===== src/rtl/lin_checksum_monitor.sv =====
module lin_checksum_monitor #(
  parameter int W        = 16,
  parameter bit ALT_CODE = 1'b0
) (
  input  logic           clk,
  input  logic           rst_n,
  input  logic           in_valid,
  input  logic [4*W-1:0] state_i,
  input  logic [W-1:0]   u_i,
  output logic [W-1:0]   err_o,
  output logic           err_valid_o
);
  localparam int  NS    = 4;
  localparam int  FRAC  = W / 2;
  localparam int  AW    = 2 * W + 4;
  localparam real SCALE = real'(1 << FRAC);

  // fitted third row of the estimate; rows 1, 2, 4 are pure shifts (s1<-u, s2<-s1, s4<-s3)
  localparam real A31 = 0.1824, A32 = -0.9158, A33 = 0.2062, A34 = -0.3389, B3 = 0.1086;
  localparam real C1 = ALT_CODE ? 0.15 : 0.25;
  localparam real C2 = ALT_CODE ? 0.15 : 0.25;
  localparam real C3 = ALT_CODE ? -0.40 : 0.25;
  localparam real C4 = 0.25;

  function automatic logic signed [AW-1:0] fix(input real r);
    int m;
    m = (r >= 0.0) ? $rtoi(r * SCALE + 0.5) : -$rtoi(-r * SCALE + 0.5);
    return AW'(m);
  endfunction

  localparam logic signed [AW-1:0] KC [NS] = '{fix(C1), fix(C2), fix(C3), fix(C4)};
  localparam logic signed [AW-1:0] KX [NS] = '{fix(C2 + C3 * A31), fix(C3 * A32),
                                               fix(C3 * A33 + C4), fix(C3 * A34)};
  localparam logic signed [AW-1:0] KY      = fix(C1 + C3 * B3);
  localparam logic signed [AW-1:0] MAXV    = {{(AW-W+1){1'b0}}, {(W-1){1'b1}}};
  localparam logic signed [AW-1:0] MINV    = ~MAXV;

  logic signed [AW-1:0] chk_now, dat_now, chk_q, diff, sh;
  logic [W-1:0]         sat;
  logic                 primed;

  always_comb begin
    chk_now = KY * AW'($signed(u_i));
    dat_now = '0;
    for (int i = 0; i < NS; i++) begin
      chk_now = chk_now + KX[i] * AW'($signed(state_i[i*W +: W]));
      dat_now = dat_now + KC[i] * AW'($signed(state_i[i*W +: W]));
    end
  end

  assign diff = dat_now - chk_q;
  assign sh   = diff >>> FRAC;
  assign sat  = (sh > MAXV) ? MAXV[W-1:0] : (sh < MINV) ? MINV[W-1:0] : sh[W-1:0];

  always_ff @(posedge clk) begin
    if (!rst_n) begin
      primed      <= 1'b0;
      chk_q       <= '0;
      err_o       <= '0;
      err_valid_o <= 1'b0;
    end else begin
      err_valid_o <= in_valid & primed;
      if (in_valid) begin
        primed <= 1'b1;
        chk_q  <= chk_now;
        if (primed) err_o <= sat;
      end
    end
  end

  AST_VALID_NEEDS_INPUT: assert property (@(posedge clk) disable iff (!rst_n)
    err_valid_o |-> $past(in_valid));
  AST_HOLD_WHEN_IDLE: assert property (@(posedge clk) disable iff (!rst_n)
    !in_valid |=> $stable(err_o));
  AST_FIRST_SAMPLE_SILENT: assert property (@(posedge clk) disable iff (!rst_n)
    (in_valid && !primed) |=> !err_valid_o);
  AST_PAIR_EMITS: assert property (@(posedge clk) disable iff (!rst_n)
    (in_valid && primed) |=> err_valid_o);
  AST_NO_WRAP: assert property (@(posedge clk) disable iff (!rst_n)
    (in_valid && primed && !diff[AW-1]) |=> !err_o[W-1]);
endmodule


===== config.mk =====
export PLATFORM = sky130hd
export DESIGN_NAME = lin_checksum_monitor
export DESIGN_NICKNAME = d
export VERILOG_FILES = /design/src/rtl/lin_checksum_monitor.sv
export SDC_FILE = /design/constraint.sdc
export NUM_CORES = 1
export LEC_CHECK = 0
export ABC_AREA = 1
export ABC_CLOCK_PERIOD_IN_PS = 19800
export BUFFER_PORTS_ARGS = -buffer_cell sky130_fd_sc_hd__buf_4
export CAP_MARGIN = 5
export CORE_MARGIN = 2
export CORE_UTILIZATION = 25
export DETAILED_ROUTE_END_ITERATION = 6
export SYNTH_ARGS = -nofsm -noshare
export SYNTH_HDL_FRONTEND = slang
export SYNTH_SLANG_ARGS = --single-unit

===== constraint.sdc =====
create_clock -name clk -period 19.8 [get_ports clk]
set_input_delay 2.97 -clock clk [delete_from_list [all_inputs] [get_ports clk]]
set_output_delay 2.97 -clock clk [all_outputs]
set_load 0.05 [all_outputs]

Word-level counts from Yosys, hierarchy flattened. Index checks and enable logic that the tools add are counted.

$lt $le $gt $ge: 2. Multipliers: 5. Reductions and logical operators: 1. Add/sub/neg operators: 8. Bitwise gates (word level): 1. Multiplexer cells: 2.

Operators with widths (count): 8-bit by 16-bit multiplier with 24-bit output, first input constant (2); 25-bit by 36-bit subtractor with 36-bit output (1); 16-bit 2-to-1 mux (2); 27-bit by 22-bit adder with 28-bit output (1); 28-bit by 16-bit > comparator with 1-bit output, second input constant (1); 28-bit by 16-bit < comparator with 1-bit output, second input constant (1); 26-bit by 24-bit adder with 27-bit output (1); 25-bit by 23-bit adder with 26-bit output (1); 24-bit by 22-bit adder with 25-bit output (1); 24-bit by 24-bit adder with 25-bit output (1); 23-bit by 22-bit adder with 24-bit output (1); 22-bit by 22-bit adder with 23-bit output (1); 7-bit by 16-bit multiplier with 23-bit output, first input constant (1); 6-bit by 16-bit multiplier with 22-bit output, first input constant (1); 5-bit by 16-bit multiplier with 21-bit output, first input constant (1); 2-bit AND reduction (1); 1-bit AND (1).

Output and inout port bits: 17. Register bits after elaboration: 54. Input port bits: 83.

Logic depth before layout (Yosys ltp). Gate-level depths: netlist of the first run.

Depth after elaboration: 7. Gate-level depth with buffers: 39. Depth with buffers taken out: 39.

Worst setup path before layout of the first run. Ideal clock, no wire load.

Kind: input -> register. Start: in state_i[5]. End: reg chk_q[25]. Setup time: 0.058 ns. Data arrival time: 10.057 ns. Stages: 37. Required time: 19.742 ns. Slack: 9.685 ns. Cell sequence: ha_1 -> ha_1 -> inv_1 -> fa_1 -> inv_1 -> ha_1 -> inv_1 -> o21a_1 -> o21ai_0 -> a31oi_1 -> o21ai_0 -> xnor2_1 -> fa_1 -> inv_1 -> ha_1 -> inv_1 -> fa_1 -> fa_1 -> fa_1 -> inv_1 -> fa_1 -> inv_1 -> fa_1 -> inv_1 -> ha_1 -> nand2_1 -> inv_1 -> nand3_1 -> nor2_1 -> nand4_1 -> nand3_1 -> nand3_1 -> nand2_1 -> a21oi_1 -> o21ai_0 -> o211ai_1 -> inv_1.

Word-level cells in the longest chain between the ends: 5.

RTL lines: start: declaration (line 8) `input logic [4*W-1:0] state_i,`; 6-bit by 16-bit multiplier with 22-bit output (line 46) `chk_now = chk_now + KX[i] * AW'($signed(state_i[i*W +: W]));`; 24-bit by 24-bit adder with 25-bit output (line 46); 25-bit by 23-bit adder with 26-bit output (line 46); 26-bit by 24-bit adder with 27-bit output (line 46); 27-bit by 22-bit adder with 28-bit output (line 46); end signal: assignment (line 65) `chk_q <= chk_now;`; end: declaration (line 38) `logic signed [AW-1:0] chk_now, dat_now, chk_q, diff, sh;`.

No other way between the ends. A chain may end at the register's enable or synchronous reset.

Worst setup path in the final report of the first run.
Start: in state_i[4]. End: reg chk_q[25].

Same word-level chain as after synthesis.

==> results of run 1 <==
==> stage by stage <==
step / cell area, sq um / std cells / hold slack (ps)
after floorplan: 17700 / 2200 / 440
after global placement: 19500 / 3226 / 450
after detailed placement: 19500 / 3226 / 462
after CTS: 19600 / 3234 / 479
after global routing: 19700 / 3236 / 517
final: 19700 / 3236 / 473
==> Yosys cell counts (2+ instances only) <==
cell / number
a211oi_1: 2
a21o_1: 7
a21oi_1: 81
a21oi_2: 12
a31o_2: 2
a31oi_1: 9
buf_12: 2
clkbuf_1: 8
dfxtp_1: 46
fa_1: 297
ha_1: 312
inv_1: 743
inv_2: 6
nand2_1: 288
nand2_2: 27
nand3_1: 42
nand3_2: 5
nand4_1: 17
nor2_1: 96
nor2_2: 19
nor2_4: 2
nor3_1: 5
nor4_1: 2
o211ai_1: 7
o21a_1: 2
o21ai_0: 68
o21ai_1: 4
o21bai_1: 4
o221ai_1: 2
or2_2: 2
xnor2_1: 25
xor2_1: 42
==> final timing paths <==
| path | from | to | slack (ps) | cells past startpoint |
|---|---|---|---|---|
| setup / recovery | state_i[4] | chk_q[25] | 9000 | 36 |
| hold / removal | primed | primed | 470 | 2 |
| setup reg to reg | chk_q[10] | err_o[10] | 15540 | 18 |
| hold reg to reg | primed | primed | 470 | 2 |
==> worst max-delay path: cells and delay by family <==
| family | cells | cell delay [ps] |
|---|---|---|
| compound gates | 8 | 1530 |
| xor+xnor | 1 | 140 |
| fa+ha+maj | 12 | 5020 |
| buf+inv | 8 | 520 |
| simple gates | 7 | 850 |
==> area by class of cell <==
type                    count  area, sq um  area share
inverters                 750         2820       0.143
well taps                 940         1180      0.0599
flip-flops and latches     46          921      0.0469
diodes                      2         5.00    0.000255
repair buffers             99          743      0.0378
clock inverters             2         37.5     0.00191
clock buffers               6          129     0.00656
multi-input cells        1391        13800       0.703
==> layer usage <==
metal	part of all wire	vias up
li1	-	6688
met1	0.44	6353
met2	0.50	213
met3	0.034	41
met4	0.024	4
met5	0.00049	-
==> flip-flops by register name, indices dropped and copies added, names as in the netlist <==
| register | cells |
|---|---|
| primed | 1 |
| err_valid_o | 1 |
| chk_q | 28 |
| err_o | 16 |
==> cell families after synthesis <==
family	share of synthesized area
buf+inv	0.165
fa+ha+maj	0.558
simple gates	0.125
compound gates	0.0672
xor+xnor	0.0332
flops	0.0522
==> results.tsv, run 1 <==
stage	metric	value	unit
synthesis	Netlist Area Pre-Place	17700	sq um
clock_network	CTS tree	yes	
final_layout	final core utilization	0.281	
final_layout	commonest non-fill, non-tap cells in the layout	743 x inv_1, 312 x ha_1, 297 x fa_1	
floorplanning	row cnt	97	
clock_network	hold_buf cts	0	
clock_network	clock root buffer	clkbuf_16	
grt	vias in the first global route	14200	
timing	Final Max Slew Viols	0	
synthesis	Post-synth EDFFs	0	
final_layout	commonest non-fill, non-tap cell in the layout	inv_1	
synthesis	post-synth top area share	0.337	
clock_network	CTS sink count	46	
synthesis	Warnings, synthesis	0	
setup_path	crit path launch type	input port	
synthesis	sequential fraction of the synthesis area	0.0522	
detailed_routing	DRT Pass-1 Iters	5	
detailed_routing	DRT antenna net count	0	
synthesis	cells after synthesis	2200	
setup_path	WP data arrival	11060	ps
floorplanning	core box area	70000	sq um
grt	busiest layer in global routing	met2	
run_status	status	completed	
clock_network	H-tree depth	2	
timing	setup TNS	0	ps
clock_network	CTS resizes	0	
clock_network	Max Buffers Root-to-Sink	2	
setup_path	Critical Path RT	20050	ps
setup_path	Crit. End Element	flip-flop	
place	DPL Wire Length	42400	um
synthesis	Netlist cell types	46	
timing	f_max	92.6	MHz
place	gpl congestion	0.896	
synthesis	Most used DFF post-synth	dfxtp_1	
setup_path	CP peak stage delay	540	ps
synthesis	average size of a mapped cell	8.02	sq um
grt	GR Util All Layers	0.134	
floorplanning	Die Height	270	um
setup_path	WS Path Type	in -> reg	
timing	Clock Skews	10.5	ps
clock_network	Setup Buffers After CTS	0	
detailed_routing	Vias per Instance	4.11	
timing	RSZ-0062 raised after global routing	false	
worst_hold_path	Hold Path Class	reg -> reg	
timing	Setup violations, final	0	
clock_network	clk_lat worst skew	300	ps
clock_network	clock slew at reported path FFs	70	ps
grt	initial antenna violation count	4	
setup_path	Max FO, Critical Path	5	
synthesis	ys async rst share	0	
timing	ratio of final minimum period to clock period	0.546	
floorplanning	initial core utilization	0.252	
detailed_routing	WL final	46800	um
timing	final setup margin	9000	ps
floorplanning	I/O pins	100	
final_layout	FILL cells	7600	
synthesis	cell accounting for the most synthesized area	fa_1	
floorplanning	Chip Width	270	um
detailed_routing	DR DRC count	0	
grt	routing usage on met1	0.169	
final_layout	Layout area overhead	11.3	%
detailed_routing	Wirelength per Cell	14.5	um
grt	met2 Use GR	0.243	
synthesis	Seq cells post-synth	46	
timing	Slew headroom	0.442	
synthesis	syn_nets	2892	
final_layout	Layout Nets	2985	
timing	Worst Tran Pin Value	831	ps
place	Post-Place Setup Slack	8740	ps
grt	largest net degree at the start of global routing	37	
final_layout	layout cell share with drive strength beyond 1	0.0806	
synthesis	Synth area leaders	fa_1 34%, ha_1 22%, inv_1 16%	
timing	crit path time final	10800	ps
timing	Hold Vio Cnt, Final	0	
grt	routing usage on met3	0.0148	
grt	global-route wire length before repair	76600	um
clock_network	clock buffer count from CTS	5	
place	Port Buffers	99	
grt	total grt overflow	0	
floorplanning	Die Area	72800	sq um
detailed_routing	DR vias	13300	
job	Max-Cap Viols	0	
detailed_routing	Initial DRC Count	577	
setup_path	CP max stage cell	fa_1	
Power of run 1 is not shown: default switching activity piles up to over one toggle a cycle in this logic, so the estimate is an artifact.
==> inputs of run 2 (changes only) <==
--- a/config.mk
+++ b/config.mk
@@ -6,7 +6,7 @@
 export NUM_CORES = 1
 export LEC_CHECK = 0
 export ABC_AREA = 1
-export ABC_CLOCK_PERIOD_IN_PS = 19800
+export ABC_CLOCK_PERIOD_IN_PS = 10070
 export BUFFER_PORTS_ARGS = -buffer_cell sky130_fd_sc_hd__buf_4
 export CAP_MARGIN = 5
 export CORE_MARGIN = 2
==> constraint.sdc (replaced) <==
create_clock -name clk -period 10.07 [get_ports clk]
set_input_delay 1.5105 -clock clk [delete_from_list [all_inputs] [get_ports clk]]
set_output_delay 1.5105 -clock clk [all_outputs]
set_load 0.05 [all_outputs]
==> results.tsv, run 2 (synthesis gave the netlist of run 1 again) <==
stage	metric	value	unit
run_status	status	completed	
place	Port Buffers	99	
clock_network	CTS sink count	46	
detailed_routing	DR DRC count	0	
final_layout	commonest non-fill, non-tap cells in the layout	743 x inv_1, 312 x ha_1, 297 x fa_1	
final_layout	commonest non-fill, non-tap cell in the layout	inv_1	
detailed_routing	DRT antenna net count	0	
clock_network	CTS tree	yes	
timing	Final Max Slew Viols	0	
grt	largest net degree at the start of global routing	37	
grt	vias in the first global route	14200	
clock_network	clock slew at reported path FFs	70	ps
clock_network	Setup Buffers After CTS	0	
setup_path	Crit. End Element	flip-flop	
timing	Hold Vio Cnt, Final	0	
final_layout	Regs by FF count	chk_q x28, err_o x16	
floorplanning	Die Height	270	um
floorplanning	row cnt	97	
clock_network	Max Buffers Root-to-Sink	2	
detailed_routing	DR vias	13300	
clock_network	CTS resizes	0	
job	Max-Cap Viols	0	
clock_network	clk_lat worst skew	310	ps
final_layout	largest reg by FF count	chk_q	
timing	ratio of final minimum period to clock period	0.897	
clock_network	clock buffer count from CTS	5	
timing	Slew headroom	0.467	
timing	setup TNS	0	ps
timing	Clock Skews	8.49	ps
setup_path	CP max stage cell	fa_1	
final_layout	FILL cells	7649	
timing	f_max	111	MHz
clock_network	hold_buf cts	0	
clock_network	H-tree depth	2	
detailed_routing	DRT Pass-1 Iters	5	
floorplanning	initial core utilization	0.252	
final_layout	Largest register FFs	28	
detailed_routing	WL final	46700	um
timing	Worst Tran Pin Value	795	ps
final_layout	Layout Nets	2986	
setup_path	CP peak stage delay	530	ps
final_layout	layout cell share with drive strength beyond 1	0.0810	
grt	global-route wire length before repair	76200	um
final_layout	register area	921	sq um
final_layout	Layout area overhead	11.4	%
place	gpl congestion	0.898	
timing	Setup violations, final	0	
setup_path	crit path launch type	input port	
floorplanning	Die Area	72800	sq um
detailed_routing	Wirelength per Cell	14.4	um
detailed_routing	Initial DRC Count	605	
detailed_routing	Vias per Instance	4.12	
floorplanning	core box area	70000	sq um
timing	crit path time final	9030	ps
grt	GR Util All Layers	0.134	
grt	total grt overflow	0	
setup_path	Critical Path RT	10330	ps
setup_path	WP data arrival	9290	ps
timing	RSZ-0062 raised after global routing	false	
timing	WHS	473	ps
final_layout	Multi-input gate area	13800	sq um
worst_hold_path	Hold Path Class	reg -> reg	
clock_network	clock root buffer	clkbuf_16	
floorplanning	I/O pins	100	
place	DPL Wire Length	42500	um
setup_path	Max FO, Critical Path	5	
setup_path	WS Path Type	in -> reg	
floorplanning	Chip Width	270	um
grt	initial antenna violation count	6	
run 2: per-stage QoR:
step	instance area (sq um)	setup slack (ps)	util	cells
detailed placement	19500	713	0.278	3227
global placement	19500	846	0.278	3227
floorplan	17700	1410	-	2200
global route	19700	497	0.281	3237
finish	19700	1040	0.281	3238
CTS	19700	1010	0.281	3235
run 2: layout make-up:
| type | instances | share of cell area |
|---|---|---|
| clock buffer | 6 | 0.00656 |
| clock inverter | 2 | 0.00191 |
| timing repair buffer | 100 | 0.0382 |
| sequential | 46 | 0.0468 |
| tap | 940 | 0.0598 |
| multi-input combinational | 1391 | 0.703 |
| inverter | 750 | 0.143 |
| antenna | 3 | 0.000382 |
run 2: worst max-delay path: cells and delay by family:
kind,cells,cell delay [ps]
adder cells (fa/ha/maj),12,5020
AND/OR/NAND/NOR,7,850
XOR/XNOR,1,130
buffers and inverters,9,670
AO/OA/AOI/OAI,8,1100
run 2: final timing paths:
kind | to | from | depth (start not counted) | slack [ps]
max | chk_q[25] | state_i[4] | 37 | 1040
min | primed | primed | 2 | 470
max reg2reg | err_o[8] | chk_q[11] | 18 | 5800
min reg2reg | primed | primed | 2 | 470
run 2: layer usage:
| metal | GRT usage | wire, um | vias to the layer above |
|---|---|---|---|
| met5 | 0 | 30 | - |
| met3 | 0.0178 | 2060 | 45 |
| met2 | 0.244 | 23500 | 238 |
| met1 | 0.164 | 20000 | 6364 |
| li1 | - | - | 6694 |
| met4 | 0.0354 | 1180 | 6 |
Power of run 2 is left out for the same reason.
